`src/rtl/refresh_pkg.sv`:
```
package refresh_pkg;
  typedef enum logic [1:0] {PH_PWRUP, PH_INIT, PH_RUN} seq_phase_t;
  typedef enum logic [1:0] {SB_IDLE, SB_PRE, SB_CSR, SB_ACT} strobe_st_t;

  function automatic int max3(input int a, input int b, input int c);
    int m;
    m = (a > b) ? a : b;
    return (m > c) ? m : c;
  endfunction
endpackage

```
`src/rtl/rfs_interval.sv`:
```
module rfs_interval #(
  parameter int INTERVAL_CYC = 3900
) (
  input  logic clk,
  input  logic rst,
  input  logic en,
  output logic tick
);
  localparam int CW = (INTERVAL_CYC > 1) ? $clog2(INTERVAL_CYC) : 1;
  localparam logic [CW-1:0] LAST = CW'(INTERVAL_CYC - 1);

  logic [CW-1:0] cnt;

  always_ff @(posedge clk) begin
    if (rst) cnt <= '0;
    else if (en) cnt <= (cnt == LAST) ? '0 : cnt + 1'b1;
  end

  assign tick = en && (cnt == LAST);

  // ticks are never back to back
  assert_tick_spacing_R7: assert property (@(posedge clk) disable iff (rst)
    tick |=> !tick);
endmodule

```
`src/rtl/rfs_pending.sv`:
```
module rfs_pending #(
  parameter int PEND_W     = 4,
  parameter int URGENT_THR = 8
) (
  input  logic              clk,
  input  logic              rst,
  input  logic              inc,
  input  logic              dec,
  output logic [PEND_W-1:0] cnt,
  output logic              urgent
);
  localparam logic [PEND_W-1:0] FULL = '1;
  localparam logic [PEND_W-1:0] THR  = PEND_W'(URGENT_THR);

  always_ff @(posedge clk) begin
    if (rst) cnt <= '0;
    else if (inc && !dec) begin
      if (cnt != FULL) cnt <= cnt + 1'b1;
    end else if (dec && !inc) begin
      if (cnt != '0) cnt <= cnt - 1'b1;
    end
  end

  assign urgent = (cnt > THR);

  assert_pend_saturate_R8: assert property (@(posedge clk) disable iff (rst)
    (inc && !dec && cnt == FULL) |=> cnt == FULL);
  assert_no_underflow_R8: assert property (@(posedge clk) disable iff (rst)
    (dec && !inc && cnt == '0) |=> cnt == '0);
endmodule

```
`src/rtl/rfs_cbr_strobe.sv`:
```
module rfs_cbr_strobe
  import refresh_pkg::*;
#(
  parameter int RP_CYC  = 13,
  parameter int CSR_CYC = 2,
  parameter int RAS_CYC = 18
) (
  input  logic clk,
  input  logic rst,
  input  logic start,
  output logic busy,
  output logic done,
  output logic ras_n,
  output logic cas_n
);
  localparam int MAXC = max3(RP_CYC, CSR_CYC, RAS_CYC);
  localparam int CW   = $clog2(MAXC + 1);

  strobe_st_t    st;
  logic [CW-1:0] cnt;

  always_ff @(posedge clk) begin
    if (rst) begin
      st    <= SB_IDLE;
      cnt   <= '0;
      ras_n <= 1'b1;
      cas_n <= 1'b1;
      done  <= 1'b0;
    end else begin
      done <= 1'b0;
      unique case (st)
        SB_IDLE: if (start) begin
          st  <= SB_PRE;
          cnt <= CW'(RP_CYC - 1);
        end
        SB_PRE: if (cnt == '0) begin
          st    <= SB_CSR;
          cas_n <= 1'b0;
          cnt   <= CW'(CSR_CYC - 1);
        end else cnt <= cnt - 1'b1;
        SB_CSR: if (cnt == '0) begin
          st    <= SB_ACT;
          ras_n <= 1'b0;
          cnt   <= CW'(RAS_CYC - 1);
        end else cnt <= cnt - 1'b1;
        SB_ACT: if (cnt == '0) begin
          st    <= SB_IDLE;
          ras_n <= 1'b1;
          cas_n <= 1'b1;
          done  <= 1'b1;
        end else cnt <= cnt - 1'b1;
        default: st <= SB_IDLE;
      endcase
    end
  end

  assign busy = (st != SB_IDLE);

  assert_cas_under_ras_R3: assert property (@(posedge clk) disable iff (rst)
    !ras_n |-> !cas_n);
  assert_cas_leads_ras_R3: assert property (@(posedge clk) disable iff (rst)
    $fell(ras_n) |-> $past(!cas_n));
  assert_strobes_rise_together_R3: assert property (@(posedge clk) disable iff (rst)
    $rose(ras_n) |-> cas_n);
endmodule

```
`src/rtl/dram_refresh_seq.sv`:
```
module dram_refresh_seq
  import refresh_pkg::*;
#(
  parameter int INTERVAL_CYC = 3900,
  parameter int POWERUP_CYC  = 50000,
  parameter int INIT_CNT     = 8,
  parameter int RP_CYC       = 13,
  parameter int CSR_CYC      = 2,
  parameter int RAS_CYC      = 18,
  parameter int PEND_W       = 4,
  parameter int URGENT_THR   = 8,
  parameter int ADDR_W       = 12
) (
  input  logic              clk,
  input  logic              rst,
  input  logic              gnt,
  output logic              req,
  output logic              urgent,
  output logic              ready,
  output logic              own_bus,
  output logic              ras_n,
  output logic              cas_n,
  output logic              we_n,
  output logic [ADDR_W-1:0] addr
);
  localparam int PW = $clog2(POWERUP_CYC + 1);
  localparam int IW = $clog2(INIT_CNT + 1);
  localparam logic [PW-1:0] PU_LAST = PW'(POWERUP_CYC - 1);
  localparam logic [IW-1:0] IN_ALL  = IW'(INIT_CNT);

  seq_phase_t        ph;
  logic [PW-1:0]     pu_cnt;
  logic [IW-1:0]     issued;
  logic              start, busy, done, tick;
  logic [PEND_W-1:0] pend;

  always_comb begin
    start = 1'b0;
    if (!busy) begin
      if (ph == PH_INIT) start = (issued != IN_ALL);
      else if (ph == PH_RUN) start = gnt && (pend != '0);
    end
  end

  always_ff @(posedge clk) begin
    if (rst) begin
      ph     <= PH_PWRUP;
      pu_cnt <= '0;
      issued <= '0;
      ready  <= 1'b0;
    end else begin
      unique case (ph)
        PH_PWRUP: if (pu_cnt == PU_LAST) ph <= PH_INIT;
                  else pu_cnt <= pu_cnt + 1'b1;
        PH_INIT: begin
          if (start) issued <= issued + 1'b1;
          if (issued == IN_ALL && !busy) begin
            ph    <= PH_RUN;
            ready <= 1'b1;
          end
        end
        default: ph <= PH_RUN;
      endcase
    end
  end

  rfs_interval #(.INTERVAL_CYC(INTERVAL_CYC)) u_interval (
    .clk(clk), .rst(rst), .en(ready), .tick(tick));

  rfs_pending #(.PEND_W(PEND_W), .URGENT_THR(URGENT_THR)) u_pending (
    .clk(clk), .rst(rst), .inc(tick), .dec(start && ph == PH_RUN),
    .cnt(pend), .urgent(urgent));

  rfs_cbr_strobe #(.RP_CYC(RP_CYC), .CSR_CYC(CSR_CYC), .RAS_CYC(RAS_CYC)) u_strobe (
    .clk(clk), .rst(rst), .start(start), .busy(busy), .done(done),
    .ras_n(ras_n), .cas_n(cas_n));

  assign req     = (pend != '0) || busy;
  assign own_bus = !ready || busy;
  assign we_n    = 1'b1;
  assign addr    = '0;

  assert_ready_sticky_R2: assert property (@(posedge clk) disable iff (rst)
    ready |=> ready);
  assert_ready_after_done_R2: assert property (@(posedge clk) disable iff (rst)
    $rose(ready) |-> $past(!busy));
  assert_strobe_needs_grant_R6: assert property (@(posedge clk) disable iff (rst)
    (ready && busy) |-> gnt);
  assert_urgent_implies_req_R8: assert property (@(posedge clk) disable iff (rst)
    urgent |-> req);
  assert_done_after_strobe_R3: assert property (@(posedge clk) disable iff (rst)
    done |-> $past(!ras_n));
endmodule

```
`config.mk`:
```
export PLATFORM = sky130hd
export DESIGN_NAME = dram_refresh_seq
export DESIGN_NICKNAME = d
export VERILOG_FILES = /design/src/rtl/refresh_pkg.sv /design/src/rtl/rfs_interval.sv /design/src/rtl/rfs_pending.sv /design/src/rtl/rfs_cbr_strobe.sv /design/src/rtl/dram_refresh_seq.sv
export SDC_FILE = /design/constraint.sdc
export NUM_CORES = 1
export LEC_CHECK = 0
export BUFFER_PORTS_ARGS = -buffer_cell sky130_fd_sc_hd__buf_2
export CORE_MARGIN = 8
export CORE_UTILIZATION = 40
export DETAILED_ROUTE_END_ITERATION = 16
export PLACE_DENSITY = 0.64
export SYNTH_ARGS = -nofsm -noshare
export SYNTH_HDL_FRONTEND = slang
export SYNTH_SLANG_ARGS = --single-unit
```
`constraint.sdc`:
```
create_clock -name clk -period 2.4 [get_ports clk]
set_input_delay 0.12 -clock clk [delete_from_list [all_inputs] [get_ports clk]]
set_output_delay 0.12 -clock clk [all_outputs]
set_load 0.01 [all_outputs]
```
Word-level counts from Yosys, hierarchy flattened
Cells that the tools add are included.
{"block": "word_totals", "reg_bits": 48, "input_bits": 3, "out_inout_bits": 19, "wordCells": 91}
{"block": "op_classes", "addsub": 6, "magnitude_cmp": 1, "n_eq_ne": 18, "muxes": 25, "bitwise": 1, "n_reduce_logical": 30}
{"cell": "5-bit two-way mux", "n": 4}
{"cell": "5-bit case mux with 4 select lines", "n": 1}
{"cell": "16-bit by 1-bit adder with 16-bit output (second input constant)", "n": 1}
{"cell": "16-bit == test (second input constant)", "n": 1}
{"cell": "4-bit two-way mux", "n": 4}
{"cell": "12-bit by 1-bit adder with 12-bit output (second input constant)", "n": 1}
{"cell": "12-bit == test (second input constant)", "n": 1}
{"cell": "12-bit two-way mux", "n": 1}
{"cell": "2-bit two-way mux", "n": 6}
{"cell": "2-bit AND reduction", "n": 5}
{"cell": "2-bit nonzero test", "n": 5}
{"cell": "3-bit AND reduction", "n": 3}
{"cell": "4-bit by 1-bit adder with 4-bit output (second input constant)", "n": 2}
{"cell": "2-bit by 1-bit != test with 1-bit output (second input constant)", "n": 4}
{"cell": "2-bit != test (second input constant)", "n": 4}
{"cell": "4-bit != test (second input constant)", "n": 2}
{"cell": "2-bit case mux with 4 select lines", "n": 1}
{"cell": "2-bit == test (second input constant)", "n": 3}
{"cell": "1-bit logical AND", "n": 6}
{"cell": "5-bit logical NOT", "n": 1}
{"cell": "1-bit two-way mux", "n": 5}
{"cell": "5-bit by 1-bit subtractor with 5-bit output (second input constant)", "n": 1}
{"cell": "2-bit by 1-bit == test with 1-bit output (second input constant)", "n": 2}
{"cell": "4-bit == test (second input constant)", "n": 1}
{"cell": "10 further kinds", "n": 16}

Longest topological paths before layout
Gate-level depths: netlist of run 1.
{"block": "logic_depth", "ltp_word": 10, "depth_mapped": 12, "ltp_nobuf": 11}

By module
A second synthesis of run 1 with hierarchy kept.
{"block": "hier_totals", "cells_unflattened": 317, "hier_area_um2": 2738.9}
{"mod": "dram_refresh_seq", "n_inst": 1, "cells_each": 145, "area_each_um2": 1227.4, "seq_area_each_um2": 460.4}
{"mod": "rfs_cbr_strobe", "n_inst": 1, "cells_each": 70, "area_each_um2": 608.1, "seq_area_each_um2": 200.2}
{"mod": "rfs_interval", "n_inst": 1, "cells_each": 62, "area_each_um2": 570.5, "seq_area_each_um2": 240.2}
{"mod": "rfs_pending", "n_inst": 1, "cells_each": 40, "area_each_um2": 332.8, "seq_area_each_um2": 80.1}

Least setup slack after synthesis of run 1
OpenSTA, ideal clock, no wires.
{"block": "synth_path", "path_type": "register to register", "start": "register u_strobe.st[0]", "end": "register u_pending.cnt[3]", "setup_ns": 0.123, "t_arrival_ns": 2.417, "required_time_ns": 2.277, "slack_ns": -0.141, "stages_incl_launch_ff": 13, "cell_sequence": "dfxtp_1 -> inv_1 -> ha_1 -> nand2_1 -> or4_1 -> buf_2 -> or2b_1 -> ha_1 -> a21oi_1 -> nand2_1 -> nor3b_2 -> a31oi_1 -> mux2_1"}
{"block": "synth_between", "elab_chain_len": 7, "word_cells_on_any_way": 11}
{"element": "start: declaration", "line_no": "rfs_cbr_strobe.sv:19", "source": "strobe_st_t st;"}
{"element": "start signal: assignment", "line_no": "rfs_cbr_strobe.sv:24", "source": "st <= SB_IDLE;"}
{"element": "start signal: assignment", "line_no": "rfs_cbr_strobe.sv:33", "source": "st <= SB_PRE;"}
{"element": "start signal: assignment", "line_no": "rfs_cbr_strobe.sv:37", "source": "st <= SB_CSR;"}
{"element": "2-bit nonzero test *", "line_no": "rfs_cbr_strobe.sv:57", "source": "assign busy = (st != SB_IDLE);"}
{"element": "1-bit two-way mux *", "line_no": "dram_refresh_seq.sv:39", "source": "if (!busy) begin"}
{"element": "1-bit logical AND *", "line_no": "dram_refresh_seq.sv:71", "source": ".clk(clk), .rst(rst), .inc(tick), .dec(start && ph == PH_RUN),"}
{"element": "1-bit logical NOT", "line_no": "rfs_pending.sv:17", "source": "else if (inc && !dec) begin"}
{"element": "1-bit logical AND", "line_no": "rfs_pending.sv:17"}
{"element": "2-bit != test (no line) / 2-bit nonzero test (equally long branches)"}
{"element": "3-bit AND reduction (no line)"}
{"element": "end signal: assignment", "line_no": "rfs_pending.sv:18", "source": "if (cnt != FULL) cnt <= cnt + 1'b1;"}
{"element": "end signal: assignment", "line_no": "rfs_pending.sv:20", "source": "if (cnt != '0) cnt <= cnt - 1'b1;"}
{"element": "end: declaration", "line_no": "rfs_pending.sv:9", "source": "output logic [PEND_W-1:0] cnt,"}
Mark *: on every way between the ends. The rest lies on a longest branch, timed or not.
A chain may end at the register's enable or synchronous reset.

Worst setup path after layout of run 1
{"block": "layout_path", "start": "register u_pending.cnt[3]", "end": "register u_pending.cnt[3]"}
{"block": "layout_between", "elab_chain_len": 10, "word_cells_on_any_way": 20}
{"element": "4-bit nonzero test", "line_no": "rfs_pending.sv:20, dram_refresh_seq.sv:41"}
{"element": "1-bit logical AND", "line_no": "dram_refresh_seq.sv:41", "source": "else if (ph == PH_RUN) start = gnt && (pend != '0);"}
{"element": "1-bit two-way mux", "line_no": "dram_refresh_seq.sv:41"}
{"element": "1-bit two-way mux", "line_no": "dram_refresh_seq.sv:40", "source": "if (ph == PH_INIT) start = (issued != IN_ALL);"}
{"element": "1-bit two-way mux", "line_no": "dram_refresh_seq.sv:39"}
{"element": "1-bit logical AND", "line_no": "dram_refresh_seq.sv:71"}
{"element": "1-bit logical NOT", "line_no": "rfs_pending.sv:17"}
{"element": "1-bit logical AND", "line_no": "rfs_pending.sv:17"}
{"element": "2-bit != test (no line) / 2-bit nonzero test (equally long branches)"}
{"element": "3-bit AND reduction (no line)"}
Parallel ways exist; a longest one is shown, timed or not. The select of a mux whose other input is x is not followed.

==> qor.yml, run 1 <==
cts-hold-fix-buffers: 0
grt_pass1_wl_um: 7950
vias_per_cell: 5.02
maxSlewHeadroom_pct: 60.9
synth.distinct_cells: 52
cts_sinks: 48
worst_slew_pin_slew_ns: 0.585
r2r_end: "u_pending.cnt[3]$_SDFFE_PP0P_"
min_path_type: "input pin to flip-flop"
ys_ff_latch: 48
leakage_nw: 1.15
core_area_um2: 6310
period_needed_ns: 2.31
crit_end: "u_pending.cnt[3]$_SDFFE_PP0P_"
grt_max_degree: 22
die_w_um: 96.3
worstSetupPathType: "flip-flop to flip-flop"
clk_latency_ns: 0.30
htree_levels: 2
syn_to_final_growth_pct: 12.6
gp_congestion: 0.895
cts-root-buf: "clkbuf_8"
async_reset_ff_share_pct: 0
initial_utilization_pct: 40.9
nets: 334
worst_setup_path_end_kind: "flip-flop"
design.die.area_um2: 9280
clock-skew-final_ns: 0.0112
drive_gt1_share_pct: 16.3
cts_tree: "done"
io_buffers: 8
syn_avg_cell_area_um2: 8.63
finalSetupViolations: 0
grt_usage_pct: 10.7
maxCapViolations: 0
finalNonFillerCells: 396
wl_um: 4830
synth_flop_cell: "dfxtp_1"
drc: 0
num_vias: 1986
clock_path_buffers: 2
start_kind: "flip-flop"
grt.overflow.total: 0
yosysWarnings: 0
crit_path_start: "u_pending.cnt[3]$_SDFFE_PP0P_"
grt_antenna_before_repair: 0
dp.cells: 385
seq_area_frac_synth_pct: 37.2
netlist_instances: 299
worst-path-max-fanout: 3
ant_nets: 0
syn-cell-area_um2: 2580
slew_violations: 0
critPathArrivalTime_ns: 2.51
path_clk_slew_ns: 0.09
period_share_pct: 96.4
reg2reg_depth: 9
finalHoldViolations: 0
ios: 22
worstPathRequired_ns: 2.60
num_rows: 29
rr_startpoint: "u_pending.cnt[3]$_SDFFE_PP0P_"
die_h_um: 96.3
firstDrtPassIters: 4
ir_drop_v: 0.000311
n_antenna_cell: 0
routedWlPerCell_um: 12.2
pwr_density_cell_nw_per_um2: 598
outcome: "finished clean"
fmax_ghz: 0.432
r2r_setup_slack_ns: 0.09
hpwl_um: 3470
synth_edf_count: 0
power_mw: 1.74
drt-initial-drc-count: 62
cts_buffers: 5
grt_pass1_vias: 1799
## where the power goes
group	internal (mW)	total [mW]	leakage [nW]	switching, mW
Combinational	0.125	0.303	0.704	0.178
Sequential	0.826	0.855	0.389	0.0283
Clock	0.308	0.582	0.0541	0.273
Total	1.26	1.74	1.15	0.479
## timing repair
action | 4_1_cts | 5_1_grt
endpoints found under the setup margin | 0 | 2
buffers inserted | 0 | 3
resized for setup | 0 | 9
## worst max-delay path, stage by stage (launching register included)
cell and delay (ns):
dfxtp_1 0.34, nor4_2 0.38, or4_4 0.20, or2b_4 0.28
ha_4 0.29, nand3_1 0.07, nand2_1 0.10, nor3b_2 0.05
a31oi_1 0.16, mux2_1 0.33
## registers in the layout, summed over array words and instances, names as in the netlist
name            flops
pu_cnt             16
u_interval.cnt     12
u_strobe.cnt        5
issued              4
u_pending.cnt       4
ph                  2
u_strobe.st         2
ready               1
u_strobe.cas_n      1
u_strobe.ras_n      1
## area by class of cell
class / instances / area (um^2)
timing repair buffer: 25 / 168
inverter: 11 / 41.3
clock inverter: 3 / 42.5
clock buffer: 5 / 68.8
multi-input combinational: 227 / 1520
sequential: 48 / 966
tap: 77 / 96.3
fill: 641 / 3410
## routing by layer
metal / vias up / track usage [%] / wire length, um
li1: 1042 / - / -
met5: - / 0 / 0
met2: 22 / 17.2 / 2190
met4: 0 / 4.16 / 68
met1: 916 / 13.4 / 2390
met3: 6 / 2.57 / 185
## worst min-delay path by stage
| stage | start | to | slack, ns | cells past startpoint |
|---|---|---|---|---|
| 3_5_place_dp | u_strobe.ras_n$_SDFFE_PP1P_ | u_strobe.ras_n$_SDFFE_PP1P_ | 0.46 | 1 |
| 4_1_cts | rst | pu_cnt[8]$_SDFFE_PP0P_ | 0.22 | 2 |
| 3_3_place_gp | u_strobe.cas_n$_SDFFE_PP1P_ | u_strobe.cas_n$_SDFFE_PP1P_ | 0.45 | 1 |
| 6_report | rst | pu_cnt[10]$_SDFFE_PP0P_ | 0.23 | 2 |
| 2_1_floorplan | rst | u_interval.cnt[8]$_SDFFE_PP0P_ | 0.33 | 2 |
| 5_1_grt | rst | issued[0]$_SDFFE_PP0P_ | 0.23 | 2 |
## cell usage after synthesis, types with 2 or more instances
master | n | area, um^2
nor2b_1 | 2 | 12.5
buf_4 | 13 | 97.6
nand3_1 | 15 | 75.1
conb_1 | 2 | 7.51
xnor2_1 | 5 | 43.8
xor2_1 | 26 | 228
and4_1 | 5 | 43.8
o21ai_0 | 3 | 15.0
buf_2 | 2 | 10.0
nand3b_1 | 3 | 22.5
inv_1 | 10 | 37.5
clkbuf_1 | 9 | 33.8
o21bai_1 | 2 | 15.0
a211o_1 | 2 | 17.5
ha_1 | 12 | 150
a211oi_1 | 2 | 15.0
and3_1 | 7 | 43.8
mux2i_1 | 6 | 60.1
nor4b_1 | 2 | 17.5
nand4_1 | 13 | 81.3
nand2_1 | 17 | 63.8
a21oi_1 | 8 | 40.0
dfxtp_1 | 48 | 961
nor2_1 | 44 | 165
nand2b_1 | 3 | 18.8
a31oi_1 | 3 | 18.8
nor3_1 | 7 | 35.0
and2_1 | 3 | 18.8
nor4_1 | 2 | 12.5
## kinds of logic (layout without fill, tap and decap cells)
kind of cell	after synthesis	in the layout	share of synthesized area [%]
simple gates	134	134	27.5
flops	48	48	37.2
buf+inv	35	44	7.08
xor+xnor	31	31	10.5
compound gates	27	27	7.08
fa+ha+maj	13	13	6.59
mux	9	9	3.73
other cells	2	13	0.291
## layout by cell type (no fill, tap or decap), drive strengths merged, types with 3 or more instances in the layout
master and instances:
a21oi 8, a31oi 3, and2 3, and3 7, and4 5, buf 25, clkbuf 5, conb 13
dfxtp 48, ha 12, inv 11, mux2i 7, nand2 17, nand2b 3, nand3 15, nand3b 3
nand4 13, nor2 44, nor3 7, nor4b 3, o21ai 3, xnor2 5, xor2 26
## stage by stage
step           setup slack (ns)  setup TNS (ns)  cell area, um^2  hold WS (ns)  util (%)
6_report                 0.0871               0             2910         0.228      46.0
4_1_cts                 0.00665               0             2860         0.225      45.3
3_3_place_gp             0.0798               0             2750         0.450      43.5
3_5_place_dp             0.0191               0             2750         0.457      43.5
5_1_grt                 -0.0205         -0.0205             2910         0.229      46.0
2_1_floorplan           -0.0239         -0.0239             2650         0.330         -
(Power assumes the default switching activity.)
==> run 2, diff against run 1 <==
RECOVER_POWER = 25   (was unset)
==> run 2 against run 1 <==
Final cell count unchanged. Largest cell class unchanged. Hold slack gained 0.0014 ns. Via count grew 0.15%. Combinational power about the same. Largest power group unchanged. Critical path depth unchanged. Worst setup slack improved by 0.0016 ns. Clock-buffer cell count unchanged. Sequential cell count unchanged.
==> qor.yml, run 2 (synthesis results as in run 1) <==
fillers: 644  # was 641
firstDrtPassIters: 4  # unchanged
die_h_um: 96.3  # unchanged
top_regs: "pu_cnt: 16 flops, u_interval.cnt: 12 flops, u_strobe.cnt: 5 flops"  # unchanged
register_area_um2: 966  # unchanged
grt.overflow.total: 0  # unchanged
ir_drop_v: 0.000311  # about the same
period_share_pct: 96.3  # was 96.4%
die_w_um: 96.3  # unchanged
cts_sinks: 48  # unchanged
nets: 334  # unchanged
cp_slowest_stage_delay_ns: 0.38  # about the same
clk_latency_ns: 0.30  # about the same
drt-initial-drc-count: 63  # was 62
drive_gt1_share_pct: 13.8  # was 16.3%
ios: 22  # unchanged
clock_path_buffers: 2  # unchanged
dp.cells: 385  # unchanged
outcome: "finished clean"  # unchanged
io_buffers: 8  # unchanged
cts-hold-fix-buffers: 0  # unchanged
grt_usage_pct: 10.7  # unchanged
fmax_ghz: 0.433  # was 0.432 GHz
largest_reg_flops: 16  # unchanged
maxSlewHeadroom_pct: 61.0  # was 60.9%
drc: 0  # unchanged
num_vias: 1989  # was 1986
clock-skew-final_ns: 0.0113  # was 0.0112 ns
hold_start: "rst"  # unchanged
vias_per_cell: 5.02  # about the same
power_mw: 1.74  # about the same
routedWlPerCell_um: 12.2  # about the same
grt_antenna_before_repair: 0  # unchanged
leakage_nw: 1.13  # was 1.15 nW
path_cells: "nor4_2 > or4_4 > or2b_4 > ha_4 > nand3_1 > nand2_1 > nor3b_2 > a31oi_1 > mux2_1"  # unchanged
initial_utilization_pct: 40.9  # unchanged
cts-root-buf: "clkbuf_8"  # unchanged
core_area_um2: 6310  # unchanged
multiInputGateArea_um2: 1520  # about the same
worstPathRequired_ns: 2.60  # about the same
n_antenna_cell: 0  # unchanged
ant_nets: 0  # unchanged
htree_levels: 2  # unchanged
layout_common_cells: "nor2_1, dfxtp_1, xor2_1, nand2_1"  # was nor2_1, dfxtp_1, xor2_1, nand2_1, buf_4
num_rows: 29  # unchanged
rr_startpoint: "u_pending.cnt[3]$_SDFFE_PP0P_"  # unchanged
worstSetupPathType: "flip-flop to flip-flop"  # unchanged
slew_violations: 0  # unchanged
pwr_density_cell_nw_per_um2: 601  # was 598 nW/um^2
worst-path-max-fanout: 3  # unchanged
gp_congestion: 0.895  # unchanged
maxCapViolations: 0  # unchanged
period_needed_ns: 2.31  # about the same
critPathArrivalTime_ns: 2.51  # about the same
finalSetupViolations: 0  # unchanged
cts_tree: "done"  # unchanged
grt_pass1_vias: 1799  # unchanged
start_kind: "flip-flop"  # unchanged
finalNonFillerCells: 396  # unchanged
grt_max_degree: 22  # unchanged
design.die.area_um2: 9280  # unchanged
top_register: "pu_cnt"  # unchanged
cts_buffers: 5  # unchanged
worst_setup_path_end_kind: "flip-flop"  # unchanged
worst_slew_pin_slew_ns: 0.584  # was 0.585 ns
path_clk_slew_ns: 0.09  # about the same
hpwl_um: 3470  # unchanged
grt_pass1_wl_um: 7950  # unchanged
min_path_type: "input pin to flip-flop"  # unchanged
worst_path_max_delay_cell: "nor4_2"  # unchanged
finalHoldViolations: 0  # unchanged
crit_path_start: "u_pending.cnt[3]$_SDFFE_PP0P_"  # unchanged
wl_um: 4840  # was 4830 um
syn_to_final_growth_pct: 12.0  # was 12.6%
[run 2: per-layer routing]
metal | vias up | GRT usage [%] | part of all wire, %
met4 | 0 | 4.16 | 1.4
met2 | 22 | 17.2 | 45
met3 | 6 | 2.57 | 3.8
met1 | 919 | 13.4 | 49
met5 | - | 0 | 0
li1 | 1042 | - | -
[run 2: layout make-up]
type	instances	share of cell area [%]
Tap cell	77	3.33
Multi-Input combinational cell	227	52.6
Clock inverter	3	1.47
Inverter	11	1.43
Sequential cell	48	33.4
Clock buffer	5	2.38
Timing Repair Buffer	25	5.32
[run 2: metrics by stage]
step | setup TNS (ns) | setup slack [ns] | hold WS (ns) | util (%) | area [um^2]
3_5_place_dp | 0 | 0.0191 | 0.457 | 43.5 | 2750
4_1_cts | 0 | 0.00665 | 0.225 | 45.3 | 2860
5_1_grt | -0.0205 | -0.0205 | 0.229 | 45.8 | 2890
6_report | 0 | 0.0887 | 0.230 | 45.8 | 2890
3_3_place_gp | 0 | 0.0798 | 0.450 | 43.5 | 2750
2_1_floorplan | -0.0239 | -0.0239 | 0.330 | - | 2650
[run 2: path summary, 6_finish.rpt]
path,to,slack [ns],depth (start not counted)
min,pu_cnt[10]$_SDFFE_PP0P_,0.23,2
min reg2reg,pu_cnt[1]$_SDFFE_PP0P_,0.48,2
max,u_pending.cnt[3]$_SDFFE_PP0P_,0.09,9
max reg2reg,u_pending.cnt[3]$_SDFFE_PP0P_,0.09,9
[run 2: power by group]
| group | leakage (nW) | internal (mW) | switching [mW] |
|---|---|---|---|
| logic | 0.688 | 0.122 | 0.178 |
| clock network | 0.0541 | 0.308 | 0.273 |
| registers | 0.389 | 0.826 | 0.0286 |
| total | 1.13 | 1.26 | 0.479 |
[run 2: critical path, delay by kind of cell, from the launching register on]
family	cells	cell delay, ns
muxes	1	0.33
AOI/OAI and AO/OA	1	0.16
adders and majority gates	1	0.29
and+or+nand+nor	6	1.08
DFF	1	0.34
[run 2: repair_timing]
action | CTS | global route
endpoints found under the setup margin | 0 | 2
resized for setup | 0 | 9
setup buffers | 0 | 3
==> run 3, diff against run 2 <==
clock period = 1.9 ns   (was 2.4 ns; I/O delays follow)
==> run 3 against run 2 <==
The run now ends with setup timing left. Final cell count increased by 8.1%. Clock skew decreased by 0.0081 ns. Global-route usage increased by 1.2 points. Critical path depth increased by 2. Utilization increased by 4.6 points. Die area unchanged. Non-clock buffer count increased by 32. Sequential power increased by 26%. Power increased by 28%. Routed wire length increased by 6.4%. Worst setup slack got worse by 0.52 ns. Critical path type unchanged.
==> qor.yml, run 3 (synthesis results as in run 1) <==
violations: "setup timing"
fin_area_um2: 3180  # was 2890 um^2
cts-root-buf: "clkbuf_8"  # unchanged
ir_drop_v: 0.000422  # was 0.000311 V
maxCapViolations: 0  # unchanged
clock-skew-final_ns: 0.00317  # was 0.0113 ns
die_h_um: 96.3  # unchanged
gp_congestion: 0.799  # was 0.895
finalSetupViolations: 3  # was 0
holdWs_ns: 0.200  # was 0.230 ns
io_buffers: 8  # unchanged
ios: 22  # unchanged
p_sw_mw: 0.605  # was 0.479 mW
largest_reg_flops: 16  # unchanged
slew_violations: 0  # unchanged
min_path_type: "input pin to flip-flop"  # unchanged
fin_util_pct: 50.4  # was 45.8%
outcome: "finished with violations"  # was finished clean
worstSetupPathType: "flip-flop to flip-flop"  # unchanged
htree_levels: 2  # unchanged
fin_ws_ns: -0.427  # was 0.0887 ns
num_rows: 29  # unchanged
p_comb_share_pct: 19.3  # was 17.3%
worst_setup_path_end_kind: "flip-flop"  # unchanged
cts-hold-fix-buffers: 0  # unchanged
firstDrtPassIters: 4  # unchanged
period_share_pct: 122  # was 96.3%
top_register: "pu_cnt"  # unchanged
rsz0062_at_grt: "true"
grt_pass1_wl_um: 8910  # was 7950 um
core_area_um2: 6310  # unchanged
drc: 0  # unchanged
path_clk_slew_ns: 0.09  # about the same
register_area_um2: 968  # was 966 um^2
top_regs: "pu_cnt: 16 flops, u_interval.cnt: 12 flops, u_strobe.cnt: 5 flops"  # unchanged
multiInputGateArea_um2: 1580  # was 1520 um^2
num_vias: 2154  # was 1989
period_needed_ns: 2.33  # was 2.31 ns
power_mw: 2.23  # was 1.74 mW
grt_max_degree: 23  # was 22
worstPathRequired_ns: 2.08  # was 2.60 ns
grt_pass1_vias: 2053  # was 1799
cts_tree: "done"  # unchanged
dp.cells: 416  # was 385
clk_latency_ns: 0.29  # was 0.30 ns
pre_cts_slack_ns: -0.477  # was 0.0191 ns
intPower_mw: 1.62  # was 1.26 mW
clock_path_buffers: 2  # unchanged
finalNonFillerCells: 428  # was 396
switching_share_pct: 27.2  # was 27.6%
initial_utilization_pct: 40.9  # unchanged
syn_to_final_growth_pct: 23.3  # was 12.0%
drt-initial-drc-count: 68  # was 63
pwr_density_cell_nw_per_um2: 700  # was 601 nW/um^2
nets: 366  # was 334
clock_power_share_pct: 32.3  # was 33.5%
cts_buffers: 5  # unchanged
r2r_setup_slack_ns: -0.43  # was 0.09 ns
grt_antenna_before_repair: 0  # unchanged
wl_um: 5140  # was 4840 um
fillers: 617  # was 644
tns_ns: -0.977  # was 0 ns
grt_usage_pct: 11.9  # was 10.7%
leakage_nw: 1.30  # was 1.13 nW
worst-path-max-fanout: 3  # unchanged
grt.overflow.total: 0  # unchanged
fmax_ghz: 0.430  # was 0.433 GHz
power_frac_seq_pct: 48.4  # was 49.2%
critPathArrivalTime_ns: 2.51  # about the same
ant_nets: 0  # unchanged
cts_sinks: 48  # unchanged
drive_gt1_share_pct: 23.6  # was 13.8%
finalHoldViolations: 0  # unchanged
dpl_cell_area_um2: 2990  # was 2750 um^2
die_w_um: 96.3  # unchanged
hpwl_um: 3740  # was 3470 um
n_antenna_cell: 0  # unchanged
routedWlPerCell_um: 12.0  # was 12.2 um
vias_per_cell: 5.03  # was 5.02
design.die.area_um2: 9280  # unchanged
layout_common_cells: "nor2_1, buf_4, dfxtp_1, xor2_1, nand2_1"  # was nor2_1, dfxtp_1, xor2_1, nand2_1
start_kind: "flip-flop"  # unchanged
## run 3: cell count changes in the layout (fill, tap and decap cells not counted), moves of 2 or more
cell and delta:
buf_4 +28, dfxtp_2 +2, dfxtp_1 -2, clkbuf_1 +3
## run 3: critical path: stages, from the launching register on
cell	delay (ns)
dfxtp_2	0.34
inv_2	0.07
ha_4	0.13
nand2_2	0.05
or4_4	0.41
or2b_4	0.24
ha_4	0.21
a21oi_2	0.11
nand2_1	0.09
nor3b_2	0.18
a31oi_1	0.07
mux2_1	0.31
## run 3: power by group through the flow
stage | combinational (mW) | clock (mW) | sequential (mW)
3_3_place_gp | 0.412 | 0 | 1.10
4_1_cts | 0.424 | 0.749 | 1.08
2_1_floorplan | 0.285 | 0 | 1.10
3_5_place_dp | 0.419 | 0 | 1.10
5_1_grt | 0.484 | 0.792 | 1.08
6_report | 0.430 | 0.719 | 1.08
## run 3: per-layer routing
layer  up-vias  global-route usage, %  part of all wire [%]
met5         -                      0                     0
met4         0                   3.78                   1.1
met3         6                   2.34                   3.5
met2        24                   20.4                    48
met1      1016                   14.5                    47
li1       1108                      -                     -
## run 3: final timing paths
kind	startpoint	to	cells after the start
setup / recovery	u_strobe.st[0]$_SDFFE_PP0P_	u_pending.cnt[3]$_SDFFE_PP0P_	11
hold / removal	rst	u_pending.cnt[0]$_SDFFE_PP0P_	2
setup reg to reg	u_strobe.st[0]$_SDFFE_PP0P_	u_pending.cnt[3]$_SDFFE_PP0P_	11
hold reg to reg	u_strobe.ras_n$_SDFFE_PP1P_	u_strobe.ras_n$_SDFFE_PP1P_	1
## run 3: area by class of cell
type | count | area share, %
flip-flops and latches | 48 | 30.4
clock buffers | 6 | 2.28
inverters | 11 | 1.30
repair buffers | 57 | 12.2
multi-input cells | 227 | 49.7
clock inverters | 2 | 1.10
well taps | 77 | 3.03
## run 3: what timing repair did
action                                 in CTS  in global routing
endpoints found under the hold margin       0                  0
pin swaps                                   4                  7
setup endpoints to repair                   3                  6
gates resized for setup                     8                 14
setup buffers                               0                  4
